--- src/rtl/logic_unit_pkg.sv ---
package logic_unit_pkg;

    localparam int SEL_W      = 3;
    localparam int BASE_W     = 2;
    localparam int NUM_BASE   = 1 << BASE_W;

    // Base functions chosen by fsel[2:1]; fsel[0] inverts.
    typedef enum logic [BASE_W-1:0] {
        BASE_PASS = 2'd0,
        BASE_AND  = 2'd1,
        BASE_OR   = 2'd2,
        BASE_XOR  = 2'd3
    } base_fn_e;

endpackage

--- src/rtl/lu_base_decode.sv ---
module lu_base_decode
    import logic_unit_pkg::*;
(
    input  base_fn_e              code,
    output logic [NUM_BASE-1:0]   base_en
);

    for (genvar k = 0; k < NUM_BASE; k++) begin : g_dec
        assign base_en[k] = (code == base_fn_e'(BASE_W'(k)));
    end

endmodule

--- src/rtl/lu_bit_slice.sv ---
module lu_bit_slice
    import logic_unit_pkg::*;
(
    input  logic                a_bit,
    input  logic                b_bit,
    input  logic [NUM_BASE-1:0] base_en,
    input  logic                invert,
    output logic                y_bit
);

    logic [NUM_BASE-1:0] term;
    logic                base_val;

    always_comb begin
        term[BASE_PASS] = a_bit            & base_en[BASE_PASS];
        term[BASE_AND]  = (a_bit & b_bit)  & base_en[BASE_AND];
        term[BASE_OR]   = (a_bit | b_bit)  & base_en[BASE_OR];
        term[BASE_XOR]  = (a_bit ^ b_bit)  & base_en[BASE_XOR];
        base_val        = |term;
        y_bit           = base_val ^ invert;
    end

endmodule

--- src/rtl/lu_result_reg.sv ---
module lu_result_reg #(
    parameter int WIDTH = 4
) (
    input  logic             clk,
    input  logic             rst,
    input  logic             en,
    input  logic [WIDTH-1:0] d,
    output logic [WIDTH-1:0] q
);

    always_ff @(posedge clk) begin
        if (rst)
            q <= '0;
        else if (en)
            q <= d;
    end

    // synchronous reset clears the register
    assert_reset_clears_R1: assert property (@(posedge clk)
        rst |=> (q == '0));

    // register holds while the enable is low
    assert_hold_when_idle_R2: assert property (@(posedge clk) disable iff (rst)
        !en |=> $stable(q));

endmodule

--- src/rtl/bitwise_logic_unit.sv ---
module bitwise_logic_unit
    import logic_unit_pkg::*;
#(
    parameter int WIDTH = 4
) (
    input  logic             clk,
    input  logic             rst,
    input  logic             load_en,
    input  logic [2:0]       fsel,
    input  logic [WIDTH-1:0] opnd_a,
    input  logic [WIDTH-1:0] opnd_b,
    output logic [WIDTH-1:0] result
);

    if (WIDTH < 1) begin : g_width_check
        $error("bitwise_logic_unit: WIDTH must be at least 1");
    end

    logic [NUM_BASE-1:0] base_en;
    logic [WIDTH-1:0]    next_val;
    base_fn_e            base_code;

    assign base_code = base_fn_e'(fsel[SEL_W-1:1]);

    lu_base_decode u_decode (
        .code    (base_code),
        .base_en (base_en)
    );

    for (genvar i = 0; i < WIDTH; i++) begin : g_slice
        lu_bit_slice u_slice (
            .a_bit   (opnd_a[i]),
            .b_bit   (opnd_b[i]),
            .base_en (base_en),
            .invert  (fsel[0]),
            .y_bit   (next_val[i])
        );
    end

    lu_result_reg #(.WIDTH(WIDTH)) u_reg (
        .clk (clk),
        .rst (rst),
        .en  (load_en),
        .d   (next_val),
        .q   (result)
    );

    // a load captures the slice outputs of that edge
    assert_load_captures_R8: assert property (@(posedge clk) disable iff (rst)
        load_en |=> (result == $past(next_val)));

    // NAND code yields the complement of the operand AND
    assert_nand_value_R4: assert property (@(posedge clk) disable iff (rst)
        (load_en && fsel == 3'b011) |=> (result == ~($past(opnd_a) & $past(opnd_b))));

    // XNOR code yields the complement of the operand XOR
    assert_xnor_value_R6: assert property (@(posedge clk) disable iff (rst)
        (load_en && fsel == 3'b111) |=> (result == ~($past(opnd_a) ^ $past(opnd_b))));

    // pass code ignores the second operand
    assert_pass_value_R3: assert property (@(posedge clk) disable iff (rst)
        (load_en && fsel == 3'b000) |=> (result == $past(opnd_a)));

endmodule

--- config.mk ---
export PLATFORM = sky130hd
export DESIGN_NAME = bitwise_logic_unit
export DESIGN_NICKNAME = d
export VERILOG_FILES = /design/src/rtl/logic_unit_pkg.sv /design/src/rtl/lu_base_decode.sv /design/src/rtl/lu_bit_slice.sv /design/src/rtl/lu_result_reg.sv /design/src/rtl/bitwise_logic_unit.sv
export SDC_FILE = /design/constraint.sdc
export NUM_CORES = 1
export LEC_CHECK = 0
export CAP_MARGIN = 25
export CORE_AREA = 4 4 41 43
export DETAILED_ROUTE_END_ITERATION = 10
export DIE_AREA = 0 0 45 47
export PLACE_DENSITY = 0.65
export SYNTH_ARGS = -nofsm -noshare
export SYNTH_HDL_FRONTEND = slang
export SYNTH_HIERARCHICAL = 1
export SYNTH_SLANG_ARGS = --single-unit
--- constraint.sdc ---
create_clock -name clk -period 1.4 [get_ports clk]
set_input_delay 0.35 -clock clk [delete_from_list [all_inputs] [get_ports clk]]
set_output_delay 0.35 -clock clk [all_outputs]
set_load 0.01 [all_outputs]
# Yosys cells after proc, flatten, opt, wreduce, memory -nomap -nowiden
# Cells that the tools add are included.
[totals]
regBits = 4
mem_bits_ro = 0
memories = 0
latch_bits = 0
inputBits = 14
out_inout_bits = 4
mem_bits_rw = 0
word_cells = 41
[op_classes]
mux = 0
mul = 0
bitwise = 32
n_lt_le_gt_ge = 0
n_eq_ne = 3
div_mod_pow = 0
n_reduce_logical = 5
addsub = 0
shifts = 0
[ops]
columns = ["operator", "n"]
rows = [
  ["1-bit AND", 20],
  ["4-bit OR reduction", 4],
  ["1-bit XOR", 8],
  ["2-bit equality test (second input constant)", 2],
  ["1-bit OR", 4],
  ["2-bit by 1-bit equality test with 1-bit output (second input constant)", 1],
  ["2-bit logical NOT", 1],
]

# Logic depth before layout (Yosys ltp)
[depth]
depth_word = 4
ltp_mapped = 7
ltp_nobuf = 7

# Cells and area by module
# The synthesis kept the hierarchy.
[by_module_without_submodules]
columns = ["mod", "n_inst", "seq_area_each_um2", "cells_each", "area_per_inst_um2"]
rows = [
  ["lu_bit_slice", 4, 0.0, 8, 68.8],
  ["lu_result_reg", 1, 80.1, 13, 140.1],
  ["lu_base_decode", 1, 0.0, 4, 26.3],
]

# Worst setup path before layout
# Ideal clock, no wire load.
[synth_path]
kind = "input to register"
start = "in opnd_a[0]"
end = "reg u_reg.q[0]"
stages = 6
setup_slack_ns = 0.145
n_path_buf = 0
setup_ns = 0.114
arrival_ns = 1.141
required_ns = 1.286
cell_sequence = "ha_1 > a22o_1 > a221oi_2 > xnor2_1 > mux2i_1 > nor2_1"
[synth_between]
elab_chain_cells = 4
elab_cells_between_ends = 9
cone_classes = "8 x bitwise; 1 x reduce/logical"
[synth_rtl]
columns = ["item", "line", "rtl"]
rows = [
  ["start: declaration", "bitwise_logic_unit.sv:10", "input logic [WIDTH-1:0] opnd_a,"],
  ["1-bit AND, or another cell as far along", "lu_bit_slice.sv:16", "term[BASE_AND] = (a_bit & b_bit) & base_en[BASE_AND];"],
  ["1-bit AND, on equally long branches", "lu_bit_slice.sv:16, lu_bit_slice.sv:17, lu_bit_slice.sv:18", ""],
  ["4-bit OR reduction (*)", "lu_bit_slice.sv:19", "base_val = |term;"],
  ["1-bit XOR (*)", "lu_bit_slice.sv:20", "y_bit = base_val ^ invert;"],
  ["named net next_val[0]", "bitwise_logic_unit.sv:20", "logic [WIDTH-1:0] next_val;"],
  ["end signal: assignment", "lu_result_reg.sv:13", "q <= '0;"],
  ["end signal: assignment", "lu_result_reg.sv:15", "q <= d;"],
  ["end: declaration", "lu_result_reg.sv:8", "output logic [WIDTH-1:0] q"],
]
# Mark *: on every way through the listed nets, which the timed path passes. The rest lies on a longest branch.
# A chain may end at the register's enable or synchronous reset.

# Worst setup path after layout
[layout_path]
start = "in opnd_a[3]"
end = "reg u_reg.q[3]"
# The elaborated chain is that of the path after synthesis.

==> impl_metrics.py <==
metrics = {
    "layout": {
        "post-route-util": 0.523,
        "n_antenna_cell": 0,
        "final_cells": 84,
        "largest_reg_flops": 4,
        "drive_gt1_frac": 0.275,
        "final_nets": 93,
        "fillCellCount": 148,
        "top_register": "u_reg/q",
        "area_delta_synth_final_pct": 54.1,
        "top_regs": "u_reg/q (4)",
    },
    "synth": {
        "yosysMostFrequentCell": "inv_1",
        "synth-async-reset-ratio": 0,
        "yosysUniqueCellTypes": 12,
        "synthFlopType": "dfxtp_1",
        "ys_seq_area_frac": 0.181,
        "synth.top_cell.area_share": 0.227,
        "syn-instance-count": 49,
        "yosysTopAreaCell": "ha_1",
        "synth_commonest_cells": "12 x inv_1, 8 x ha_1, 5 x nor2_1",
        "synth_edf_count": 0,
        "yosys_register_bits": 4,
        "postSynthAreaPerCell_sq_um": 9.01,
        "ys_top_cells_by_area": "ha_1 23%, dfxtp_1 18%, a221oi_2 14%",
        "syn_area_sq_um": 442,
        "syn-num-nets": 71,
        "yosys_warnings": 6,
    },
    "cts": {
        "cts_setup_buffers": 0,
        "clk_pin_slew_worst_paths_ps": 40,
        "ctsHtreeMaxLevel": 1,
        "cts_buffers": 3,
        "cts-root-buf": "clkbuf_4",
        "clock-sinks": 4,
        "clock_latency_ps": 230,
        "clk_path_buf_depth": 2,
        "cts_hold_buf": 0,
        "cts_tree": "done",
    },
    "grt": {
        "grt_pass1_wl_um": 1420,
        "met2_usage": 0.158,
        "grt_overflow": 0,
        "grt_use_total": 0.0939,
        "met1_usage": 0.102,
        "grtUsageMet3": 0.0230,
        "grt_start_max_net_pins": 5,
        "grt_busiest_layer": "met2",
        "grt_pass1_vias": 392,
        "antenna_found_initial": 0,
    },
    "route": {
        "drt-pass1-iter-count": 2,
        "num_vias": 396,
        "via_per_inst": 4.71,
        "drt_iter0_markers": 3,
        "postRouteWirelength_um": 888,
        "drc": 0,
        "final_antenna_net_count": 0,
        "wire_per_inst_um": 10.6,
    },
    "sta": {
        "tightest_slew_ps": 244,
        "finalSetupViolCount": 0,
        "fin_crit_ps": 1350,
        "fin_worst_skew_ps": 0,
        "slew_headroom": 0.837,
        "rsz0062_at_grt": "no",
        "fmax_mhz": 743,
        "slew_violations": 0,
        "finalHoldViolCount": 0,
        "post-route-period-util": 0.961,
    },
    "worst_setup_path": {
        "endpoint_kind": "flop",
        "arrival_ps": 1460,
        "worstSetupStartpointType": "primary input",
        "worst-r2r-setup-slack_ps": 810,
        "crit_type": "primary input to flop",
        "rr_worst_depth": 2,
        "crit_path_end": "u_reg/q[3]$_SDFFE_PP0P_",
        "critPathMaxFanout": 3,
        "crit_chain": "dlygate4sd2_1 -> ha_1 -> a22o_1 -> a221oi_2 -> xnor2_1 -> mux2i_1 -> nor2_1",
        "reg2reg_to": "u_reg/q[0]$_SDFFE_PP0P_",
        "critPathSlowestCell": "dlygate4sd2_1",
        "r2r-start": "u_reg/q[0]$_SDFFE_PP0P_",
        "cp.required_ps": 1520,
        "max_stage_delay_ps": 260,
        "critPathLaunch": "opnd_a[3]",
    },
    "floorplanning": {
        "initial_core_util": 0.339,
        "core-area_sq_um": 1300,
        "rows": 13,
        "die_w_um": 45,
        "ios": 18,
        "die_h_um": 47,
        "dieArea_sq_um": 2120,
    },
    "min_path": {
        "holdCritStartpoint": "u_reg/q[1]$_SDFFE_PP0P_",
        "hold_path.class": "flop to flop",
    },
    "run": {
        "drv_cap": 0,
    },
    "pwr": {
        "switching_share": 0.285,
        "power_density_nw_per_um2": 651,
        "p_comb_frac": 0.392,
        "pwr-share-seq": 0.295,
        "p_switching_uw": 126,
        "ir_drop_mv": 0.261,
        "intPower_uw": 317,
        "leakage_uw": 0.000349,
        "clkPwrFrac": 0.312,
    },
    "placement": {
        "dp_hpwl_um": 706,
        "place_inst": 81,
        "portBuffers": 17,
        "place_congestion": 0.699,
    },
    "run_status": {
        "status": "complete, no violations",
    },
}
[power by group through the flow]
stage | Clock, uW | Sequential (uW) | Combinational, uW
after floorplan | 0 | 138 | 89.5
after global placement | 0 | 133 | 172
after detailed placement | 0 | 133 | 175
after CTS | 148 | 131 | 167
after global routing | 156 | 132 | 192
final | 138 | 131 | 174
[layout make-up]
type,instances,area [sq um],share of cell area
Multi-Input combinational cell,32,360,0.529
Timing Repair Buffer,18,154,0.226
Sequential cell,4,80.1,0.118
Inverter,12,45.0,0.0662
Clock buffer,3,22.5,0.0331
Tap cell,15,18.8,0.0276
[worst min-delay path by stage]
stage                                   end  slack (ps)  depth (start not counted)
finish              u_reg/q[1]$_SDFFE_PP0P_         490                          2
global route        u_reg/q[3]$_SDFFE_PP0P_         520                          2
CTS                 u_reg/q[2]$_SDFFE_PP0P_         490                          2
detailed placement  u_reg/q[2]$_SDFFE_PP0P_         490                          2
global placement    u_reg/q[1]$_SDFFE_PP0P_         480                          2
floorplan           u_reg/q[0]$_SDFFE_PP0P_         420                          1
[per-layer routing]
metal	part of all wire	routed length, um	vias up
met4	0	0	0
li1	-	-	208
met5	0	0	-
met3	0.087	77	0
met1	0.43	382	174
met2	0.48	428	14
[worst max-delay path: cells and delay by family]
family	cells	cell delay (ps)
AO/OA/AOI/OAI	2	390
buffers and inverters	1	260
adder cells (fa/ha/maj)	1	190
multiplexers	1	130
XOR/XNOR	1	90
AND/OR/NAND/NOR	1	50
[cells by family after synthesis]
logic type                 synth area share
buffers and inverters                 0.113
AOI/OAI and AO/OA                     0.215
adders and majority gates             0.227
and+or+nand+nor                      0.0935
xor gates and xnor gates             0.0793
muxes                                0.0907
DFF                                   0.181
[cells in the final DEF, fill, tap and decap left out, drive strengths merged]
cell type | Yosys | final
buf | 0 | 1
nor2 | 5 | 5
inv | 12 | 12
clkdlybuf4s50 | 0 | 3
clkdlybuf4s15 | 0 | 1
and2b | 1 | 1
mux2i | 4 | 4
a221oi | 4 | 4
dfxtp | 4 | 4
dlymetal6s2s | 0 | 1
clkbuf | 1 | 6
and2 | 1 | 1
nor2b | 1 | 1
a22o | 4 | 4
xnor2 | 4 | 4
ha | 8 | 8
dlygate4sd2 | 0 | 9
[metrics by stage]
stage                     setup TNS [ps]  area (sq um)  hold WS [ps]  worst slack [ps]  total power, uW
after floorplan                        0           442           422               145              228
after global placement             -1710           633           479              -458              306
after detailed placement           -1780           633           487              -464              308
after CTS                           -135           669           491              -135              447
after global routing                   0           681           523              4.45              480
final                                  0           681           488              54.8              443
[what timing repair did]
action | in CTS | in global routing
pin swaps | 8 | 11
setup endpoints to repair | 8 | 4
gates resized for setup | 18 | 11
gates cloned | 0 | 0
endpoints found under the hold margin | 0 | 0
Note: power is estimated with default switching activity, not from simulation.
